## src/rtl/irqc_pkg.sv

```systemverilog
package irqc_pkg;
  parameter int NUM_REQ     = 16;
  parameter int DATA_W      = 16;
  parameter int NUM_REPLY   = 4;
  parameter int CTL_W       = 16;
  parameter int EN_BIT      = 9;
  parameter int SEL_BIT     = 0;
  parameter int SYNC_STAGES = 2;

  localparam int DATA_LOW = NUM_REQ - NUM_REPLY;
  localparam int RAW_W    = DATA_W + NUM_REPLY;
  localparam logic [CTL_W-1:0] CTL_KEEP =
    (CTL_W'(1) << EN_BIT) | (CTL_W'(1) << SEL_BIT);

  typedef enum logic {
    MAP_ALL_DATA = 1'b0,
    MAP_SPLIT    = 1'b1
  } map_mode_e;
endpackage

```

## src/rtl/irqc_sync.sv

```systemverilog
module irqc_sync #(
  parameter int W      = 20,
  parameter int STAGES = 2
) (
  input  logic         clk,
  input  logic         rst_n,
  input  logic [W-1:0] d,
  output logic [W-1:0] q
);
  logic [STAGES-1:0][W-1:0] stg_q;
  logic [STAGES-1:0][W-1:0] stg_nxt;

  always_comb begin
    stg_nxt[0] = d;
    for (int s = 1; s < STAGES; s++) begin
      stg_nxt[s] = stg_q[s-1];
    end
  end

  always_ff @(posedge clk or negedge rst_n) begin
    if (!rst_n) stg_q <= '0;
    else        stg_q <= stg_nxt;
  end

  assign q = stg_q[STAGES-1];
endmodule

```

## src/rtl/irqc_edge.sv

```systemverilog
module irqc_edge #(
  parameter int W = 20
) (
  input  logic         clk,
  input  logic         rst_n,
  input  logic [W-1:0] lvl,
  output logic [W-1:0] rise
);
  logic [W-1:0] prev_q;
  logic [W-1:0] prev_nxt;

  always_comb prev_nxt = lvl;

  always_ff @(posedge clk or negedge rst_n) begin
    if (!rst_n) prev_q <= '0;
    else        prev_q <= prev_nxt;
  end

  assign rise = lvl & ~prev_q;
endmodule

```

## src/rtl/irqc_pend.sv

```systemverilog
module irqc_pend #(
  parameter int N = 16
) (
  input  logic         clk,
  input  logic         rst_n,
  input  logic [N-1:0] set_vec,
  input  logic         clr_we,
  input  logic [N-1:0] clr_mask,
  output logic [N-1:0] pend
);
  logic [N-1:0] pend_q;
  logic [N-1:0] pend_nxt;
  logic [N-1:0] kill;

  always_comb begin
    kill     = clr_we ? clr_mask : '0;
    pend_nxt = (pend_q & ~kill) | set_vec;
  end

  always_ff @(posedge clk or negedge rst_n) begin
    if (!rst_n) pend_q <= '0;
    else        pend_q <= pend_nxt;
  end

  assign pend = pend_q;
endmodule

```

## src/rtl/edge_irq_collector.sv

```systemverilog
module edge_irq_collector
  import irqc_pkg::*;
(
  input  logic                 clk,
  input  logic                 rst_n,
  input  logic [DATA_W-1:0]    data_a,
  input  logic [NUM_REPLY-1:0] reply_in,
  input  logic                 ctl_we,
  input  logic [CTL_W-1:0]     ctl_wdata,
  input  logic                 clr_we,
  input  logic [NUM_REQ-1:0]   clr_mask,
  output logic [CTL_W-1:0]     ctl_q,
  output logic [NUM_REQ-1:0]   pending,
  output logic                 group,
  output logic                 irq
);
  logic [1:0] rst_sync_q;
  logic       rst_int_n;

  always_ff @(posedge clk or negedge rst_n) begin
    if (!rst_n) rst_sync_q <= 2'b00;
    else        rst_sync_q <= {rst_sync_q[0], 1'b1};
  end
  assign rst_int_n = rst_sync_q[1];

  logic [CTL_W-1:0] ctl_reg_q;
  logic [CTL_W-1:0] ctl_reg_nxt;

  always_comb begin
    ctl_reg_nxt = ctl_reg_q;
    if (ctl_we) ctl_reg_nxt = ctl_wdata & CTL_KEEP;
  end

  always_ff @(posedge clk or negedge rst_int_n) begin
    if (!rst_int_n) ctl_reg_q <= '0;
    else            ctl_reg_q <= ctl_reg_nxt;
  end

  map_mode_e mode;
  assign mode = map_mode_e'(ctl_reg_q[SEL_BIT]);

  logic [RAW_W-1:0] raw_lvl;
  logic [RAW_W-1:0] sync_lvl;
  logic [RAW_W-1:0] raw_rise;

  assign raw_lvl = {reply_in, data_a};

  irqc_sync #(.W(RAW_W), .STAGES(SYNC_STAGES)) u_sync (
    .clk   (clk),
    .rst_n (rst_int_n),
    .d     (raw_lvl),
    .q     (sync_lvl)
  );

  irqc_edge #(.W(RAW_W)) u_edge (
    .clk   (clk),
    .rst_n (rst_int_n),
    .lvl   (sync_lvl),
    .rise  (raw_rise)
  );

  logic [DATA_W-1:0]    rise_data;
  logic [NUM_REPLY-1:0] rise_reply;
  logic [NUM_REQ-1:0]   rise_map;

  assign rise_data  = raw_rise[DATA_W-1:0];
  assign rise_reply = raw_rise[RAW_W-1:DATA_W];

  always_comb begin
    unique case (mode)
      MAP_SPLIT:    rise_map = {rise_reply, rise_data[DATA_LOW-1:0]};
      default:      rise_map = rise_data[NUM_REQ-1:0];
    endcase
  end

  irqc_pend #(.N(NUM_REQ)) u_pend (
    .clk      (clk),
    .rst_n    (rst_int_n),
    .set_vec  (rise_map),
    .clr_we   (clr_we),
    .clr_mask (clr_mask),
    .pend     (pending)
  );

  assign ctl_q = ctl_reg_q;
  assign group = |pending;
  assign irq   = group & ctl_reg_q[EN_BIT];
endmodule

```

## config.mk

```make
export PLATFORM = sky130hd
export DESIGN_NAME = edge_irq_collector
export DESIGN_NICKNAME = d
export VERILOG_FILES = /design/src/rtl/irqc_pkg.sv /design/src/rtl/irqc_sync.sv /design/src/rtl/irqc_edge.sv /design/src/rtl/irqc_pend.sv /design/src/rtl/edge_irq_collector.sv
export SDC_FILE = /design/constraint.sdc
export NUM_CORES = 1
export LEC_CHECK = 0
export ABC_AREA = 0
export BUFFER_PORTS_ARGS = -buffer_cell sky130_fd_sc_hd__buf_2
export CAP_MARGIN = 20
export CORE_UTILIZATION = 48
export CTS_CLUSTER_SIZE = 12
export DETAILED_ROUTE_END_ITERATION = 6
export GPL_TIMING_DRIVEN = 0
export MAX_ROUTING_LAYER = met4
export PLACE_DENSITY_LB_ADDON = 0.3
export SYNTH_ARGS = -nofsm -noshare
export SYNTH_HDL_FRONTEND = slang
export SYNTH_SLANG_ARGS = --single-unit
```

## constraint.sdc

```tcl
create_clock -name clk -period 2.8 [get_ports clk]
set_clock_uncertainty 0.05 [all_clocks]
set_input_delay 0.7 -clock clk [delete_from_list [all_inputs] [get_ports clk]]
set_output_delay 0.7 -clock clk [all_outputs]
set_load 0.005 [all_outputs]
```

==> results.yml, run 1 <==
layout:
  final_layout_size_suffix_gt1_share_pct: 38.65
  final_non_filler_cell_total: 318
  post-route-util_pct: 65.62
  antenna_cells: 0
  layout.nets: 302
  areaGrowthSynthToFinish_pct: 27.25
drt:
  remaining_drc_errors: 0
  detailroute.via_count: 1444
  dr.pass1.iters: 4
  vias_per_cell: 4.541
  antenna_left: 0
  wl_mm: 3.967
  avgRoutedWirePerCell_microns: 12.47
  drt_iter0_markers: 40
die:
  io_pins: 90
  initial_core_util_pct: 51.56
  die_w_microns: 74.40
  die_height_microns: 74.40
  core_sq_um: 4880
  dieArea_sq_um: 5535
  row_count: 25
cts:
  number_of_buffers_inserted_by_post_cts_setup_repair: 0
  worstSkewPairLatency_ns: 0.34
  clock-sinks: 80
  cts_resized: 0
  cts_inserted_buffers: 9
  cts-hold-fix-buffers: 0
  clkTransAtPathRegs_ns: 0.08
  htree_levels: 3
  maximum_clock_insertion_buffer_count: 2
  cts_root_buffer: "clkbuf_8"
  clock_tree_from_tritoncts: "yes"
yosys:
  yosys-top-cells-count: "80 x dfrtp_1, 17 x nand2_1, 16 x buf_4"
  yosys.area_share.xor_xnor_pct: 0
  synth-compound-area-share_pct: 6.166
  synthCells: 161
  synthTopCellsByArea: "dfrtp_1 80%, buf_4 4.8%, a22o_1 4.2%"
  synth_seq_cells: 80
  synth-edff-count: 0
  synth_top_family_by_area: "buffers and inverters"
  synth_flop_cell: "dfrtp_1"
  post_synth_mux_area_share_pct: 0.4475
  mappedNetlistArea_sq_um: 2516
  post-synth-top-area-cell: "dfrtp_1"
  synth_async_sr_flop_share_pct: 100.0
  synth-warning-count: 0
  syn_avg_cell_area_sq_um: 15.63
  post_synth_fa_ha_maj_area_fraction_pct: 0
  synth_cell_type_count: 18
  synth_top_cell_area_share_pct: 79.56
  yosysSeqAreaShare_pct: 79.56
  most_used_standard_cell_by_instance_count_after_synthesis: "dfrtp_1"
  synth_simple_gate_area_share_pct: 6.365
sta:
  rsz0062_at_grt: "no"
  setup_total_negative_slack_ns: 0
  period_share_pct: 83.49
  final_max_slew_viol_count: 0
  fin_crit_ns: 2.338
  maxClockFrequency_mhz: 427.8
  hold_viol: 0
  setup-violations-final: 0
min_path:
  hold_path.class: "in2async"
grt:
  antenna_found_initial: 0
  grt.met1_usage_pct: 19.40
  grt_most_used_layer: "met2"
  grt_usage_pct: 16.98
  pin_count_of_the_biggest_net_entering_global_routing: 68
  vias_in_the_first_global_route: 1356
  grtUsageMet3_pct: 8.672
  first_pass_grt_wire_length_mm: 6.299
  global_route.usage.met2_pct: 25.63
  global_route.overflow_total: 0
place:
  io_buffer_count: 60
  hpwl_mm: 2.735
  globalplace.congestion: 0.7250
  total_placed_cells_including_tap_cells: 302
setup_path:
  critPathMaxFanout: 3
  worstPathCellList: "nor4_1 -> a41oi_1 -> buf_2"
  timing.reg2reg.worst_path_depth: 3
  critPathLaunchType: "flip-flop"
  cp.depth: 3
  setup.worst_path.class: "reg2out"
  critical_path_arrival_ns: 1.59
  worstPathRequired_ns: 2.05
  crit_path_top_delay_cell: "nor4_1"
  worst-path-buf-inv: 1
  end_kind: "output pin"
  worst_path_largest_cell_delay_ns: 0.47
  cp_top_family: "simple AND/OR/NAND/NOR gates"
flow_run:
  max_cap_violations: 0
power_and_ir_drop:
  p_leak_nw: 1.634
  power_per_cell_area_nw_per_um2: 736.1
  peakVddDrop_mv: 0.5681
run_status:
  outcome: "completed"
-- cell usage in the layout, fill, tap and decap left out --
cell / n
dfrtp_1: 79
buf_2: 60
nand2_1: 17
buf_4: 16
conb_1: 15
inv_1: 13
a22o_1: 12
clkbuf_8: 10
nor3b_1: 4
nor4_1: 4
a211o_1: 3
and3b_2: 2
bufinv_16: 2
clkinvlp_4: 2
buf_6: 1
and3b_1: 1
nor2b_1: 1
a221o_1: 1
nand4_1: 1
a41oi_1: 1
mux2_2: 1
o21ai_0: 1
clkinv_2: 1
clkbuf_1: 1
buf_16: 1
dfrtp_4: 1
-- registers in the layout (all words and copies together) (netlist names) --
| name | count |
|---|---|
| ctl_q | 2 |
| u_sync.stg_nxt | 20 |
| u_sync.q | 20 |
| rst_sync_q | 2 |
| u_edge.prev_q | 20 |
| u_pend.pend | 16 |
-- report_power, final --
group | internal [mW] | switching (mW)
combinational | 0.0940 | 0.0742
sequential | 1.23 | 0.0465
clock | 0.525 | 0.385
total | 1.85 | 0.505
-- path summary, 6_finish.rpt --
kind,from,to,slack [ns]
max in group asynchronous,rst_sync_q[1]$_DFF_PN0_,u_edge.prev_q[2]$_DFF_PN0_,2.03
setup / recovery,u_pend.pend[12]$_DFF_PN0_,irq,0.46
hold / removal,rst_n,rst_sync_q[1]$_DFF_PN0_,0.08
hold reg to reg,rst_sync_q[1]$_DFF_PN0_,u_sync.stg_nxt[27]$_DFF_PN0_,0.12
min in group clk,u_sync.stg_nxt[27]$_DFF_PN0_,u_sync.q[7]$_DFF_PN0_,0.29
setup reg to reg,ctl_q[0]$_DFFE_PN0P_,u_pend.pend[14]$_DFF_PN0_,1.66
-- cell type report --
cell class / instances / area, sq um
flip-flops and latches: 80 / 2006
multi-input cells: 64 / 382.9
clock buffers: 11 / 141.4
plain buffers: 17 / 131.4
inverters: 13 / 48.80
fillers: 386 / 1678
well taps: 67 / 83.83
repair buffers: 61 / 327.8
clock inverters: 5 / 80.08
-- logic make-up (layout without fill, tap and decap cells) --
group | Yosys count | in the layout
simple gates | 30 | 30
mux | 1 | 1
compound gates | 18 | 18
flops | 80 | 80
other cells | 2 | 15
buf+inv | 30 | 107
-- stage by stage --
step / instance area, sq um / total power, mW / hold slack, ns / setup slack [ns]
6_report: 3202 / 2.357 / 0.07603 / 0.4623
5_1_grt: 3202 / 2.463 / 0.05020 / 0.3213
4_1_cts: 3202 / 2.395 / 0.05209 / 0.4268
3_5_place_dp: 2980 / 1.473 / 0.1168 / 0.8394
3_3_place_gp: 2949 / 1.461 / 0.2811 / -0.3504
2_1_floorplan: 2565 / 1.379 / 0.2812 / 0.3570
-- layer usage --
metal  part of all wire [%]  vias up
met5                      0        -
li1                       -      672
met1                     41      709
met3                    7.8        8
met4                    1.7        0
met2                     49       55
-- worst reg2reg max path, stage by stage (launching register included) --
cell     delay [ns]
dfrtp_1        0.40
buf_6          0.14
and3b_1        0.17
a211o_1        0.27
(Power assumes the default switching activity.)
==> inputs of run 2 (changes only) <==
--- a/config.mk
+++ b/config.mk
@@ -8,7 +8,7 @@
 export ABC_AREA = 0
 export BUFFER_PORTS_ARGS = -buffer_cell sky130_fd_sc_hd__buf_2
 export CAP_MARGIN = 20
-export CORE_UTILIZATION = 48
+export CORE_UTILIZATION = 43
 export CTS_CLUSTER_SIZE = 12
 export DETAILED_ROUTE_END_ITERATION = 6
 export GPL_TIMING_DRIVEN = 0
==> constraint.sdc (replaced) <==
create_clock -name clk -period 2.05 [get_ports clk]
set_clock_uncertainty 0.05 [all_clocks]
set_input_delay 0.5125 -clock clk [delete_from_list [all_inputs] [get_ports clk]]
set_output_delay 0.5125 -clock clk [all_outputs]
set_load 0.005 [all_outputs]
==> results.yml, run 2 (same netlist as run 1, synthesis figures left out) <==
power_and_ir_drop:
  p_leak_nw: 1.655
  power_per_cell_area_nw_per_um2: 933.3
  clock_power_share_pct: 33.8
  share_comb_of_total_power_pct: 8.1
  peakVddDrop_mv: 0.5115
  switching_power_mw: 0.6857
  post-layout-total-power_mw: 3.047
  seq_power_share_pct: 58.1
  internal_power_component_mw: 2.361
  power_switching_share_pct: 22.51
grt:
  grt_usage_pct: 15.23
  grtUsageMet3_pct: 5.698
  pin_count_of_the_biggest_net_entering_global_routing: 72
  global_route.overflow_total: 0
  global_route.usage.met2_pct: 21.58
  first_pass_grt_wire_length_mm: 6.499
  antenna_found_initial: 0
  grt_most_used_layer: "met2"
  vias_in_the_first_global_route: 1403
  grt.met1_usage_pct: 19.44
setup_path:
  worstPathRequired_ns: 1.49
  rr_endpoint: "u_pend.pend[12]$_DFF_PN0_"
  critical_path_arrival_ns: 1.37
  worst_path_largest_cell_delay_ns: 0.44
  cp_top_family: "flip-flops"
  worst-path-buf-inv: 1
  end_kind: "output pin"
  timing.reg2reg.worst_path_depth: 3
  rrSetupSlack_ns: 0.90
  worstPathCellList: "nor4_4 -> a41oi_1 -> buf_2"
  worstReg2RegStart: "ctl_q[0]$_DFFE_PN0P_"
  critPathMaxFanout: 3
  critPathLaunchType: "flip-flop"
  crit_path_top_delay_cell: "dfrtp_2"
  setup.worst_path.class: "reg2out"
cts:
  clock_tree_from_tritoncts: "yes"
  clkTransAtPathRegs_ns: 0.08
  clock-sinks: 80
  cts_inserted_buffers: 9
  maximum_clock_insertion_buffer_count: 2
  htree_levels: 3
  worstSkewPairLatency_ns: 0.33
  cts_root_buffer: "clkbuf_8"
place:
  io_buffer_count: 60
  hpwl_mm: 2.796
  total_placed_cells_including_tap_cells: 307
  placed_instance_area_sq_um: 2987
  globalplace.congestion: 0.7223
  place_worst_setup_slack_ns: 0.2713
die:
  die_w_microns: 78.50
  row_count: 27
  die_height_microns: 78.50
  io_pins: 90
  dieArea_sq_um: 6161
  core_sq_um: 5574
  initial_core_util_pct: 45.14
sta:
  finalWorstSetupSlack_ns: 0.1170
  setup_total_negative_slack_ns: 0
  fin_crit_ns: 1.933
  hold_viol: 0
  setup-violations-final: 0
  period_share_pct: 94.29
  final_max_slew_viol_count: 0
  maxClockFrequency_mhz: 517.3
run_status:
  outcome: "completed"
layout:
  layout_commonest_cell: "dfrtp_1"
  final_layout_size_suffix_gt1_share_pct: 41.18
  most-common-layout-cells: "78 x dfrtp_1, 60 x buf_2, 19 x buf_4, 17 x nand2_1, 15 x conb_1"
  final_non_filler_cell_total: 327
  areaGrowthSynthToFinish_pct: 29.74
  antenna_cells: 0
  layout.nets: 306
  postLayoutCellArea_sq_um: 3264
drt:
  dr.pass1.iters: 4
  remaining_drc_errors: 0
  wl_mm: 4.073
  avgRoutedWirePerCell_microns: 12.46
  detailroute.via_count: 1403
  antenna_left: 0
  drt_iter0_markers: 131
  vias_per_cell: 4.291
flow_run:
  max_cap_violations: 0
min_path:
  hold_path.class: "reg2async"
run 2: cell count changes in the layout (fill, tap and decap cells not counted), sizes merged:
| cell | before | now |
|---|---|---|
| clkinvlp | 2 | 0 |
| clkinv | 1 | 3 |
| bufinv | 2 | 0 |
| clkbuf | 11 | 13 |
| buf | 78 | 81 |
| dlygate4sd3 | 0 | 1 |
run 2: layout make-up:
class,count,area (sq um)
well taps,72,90.09
flip-flops and latches,80,2007
multi-input cells,64,442.9
repair buffers,65,360.3
fillers,458,2310
plain buffers,17,131.4
inverters,13,48.80
clock buffers,13,168.9
clock inverters,3,15.01
run 2: worst max-delay path by stage:
stage / from / endpoint / slack, ns / cells past startpoint
finish: u_pend.pend[15]$_DFF_PN0_ / irq / 0.12 / 3
global route: u_pend.pend[7]$_DFF_PN0_ / irq / -0.0005 / 3
CTS: u_pend.pend[2]$_DFF_PN0_ / irq / 0.02 / 3
detailed placement: u_pend.pend[10]$_DFF_PN0_ / irq / 0.27 / 3
global placement: rst_sync_q[1]$_DFF_PN0_ / u_pend.pend[1]$_DFF_PN0_ / 0.25 / 0
floorplan: u_pend.pend[10]$_DFF_PN0_ / irq / 0.60 / 2
run 2: worst reg2reg max path, stage by stage (launching register included):
cell and delay (ns):
dfrtp_1 0.40, buf_6 0.14, and3b_2 0.20, a211o_1 0.23
run 2: power by group through the flow:
stage	clock (mW)	sequential (mW)	combinational, mW
floorplan	0	1.78	0.0985
global placement	0	1.80	0.198
detailed placement	0	1.78	0.232
CTS	1.06	1.76	0.236
global route	1.14	1.78	0.275
finish	1.03	1.77	0.245
run 2: repair_timing:
action | 4_1_cts | 5_1_grt
gates resized for setup | 3 | 6
hold buffers | 1 | 0
gates cloned | 0 | 0
buffers inserted | 0 | 3
hold endpoints to repair | 2 | 0
pin swaps | 0 | 2
endpoints found under the setup margin | 2 | 2
run 2: routing by layer:
| metal | wire, microns | vias up | part of all wire, % |
|---|---|---|---|
| met2 | 1891 | 46 | 46 |
| met1 | 1910 | 673 | 47 |
| li1 | - | 678 | - |
| met3 | 212 | 6 | 5.2 |
| met4 | 59 | 0 | 1.4 |
| met5 | 0 | - | 0 |
run 2: metrics by stage:
| stage | hold WS [ns] | utilization, % |
|---|---|---|
| after floorplan | 0.1669 | - |
| after global placement | 0.2482 | 53.04 |
| after detailed placement | 0.09830 | 53.58 |
| after CTS | 0.09854 | 57.40 |
| after global routing | 0.1069 | 58.56 |
| final | 0.09251 | 58.56 |
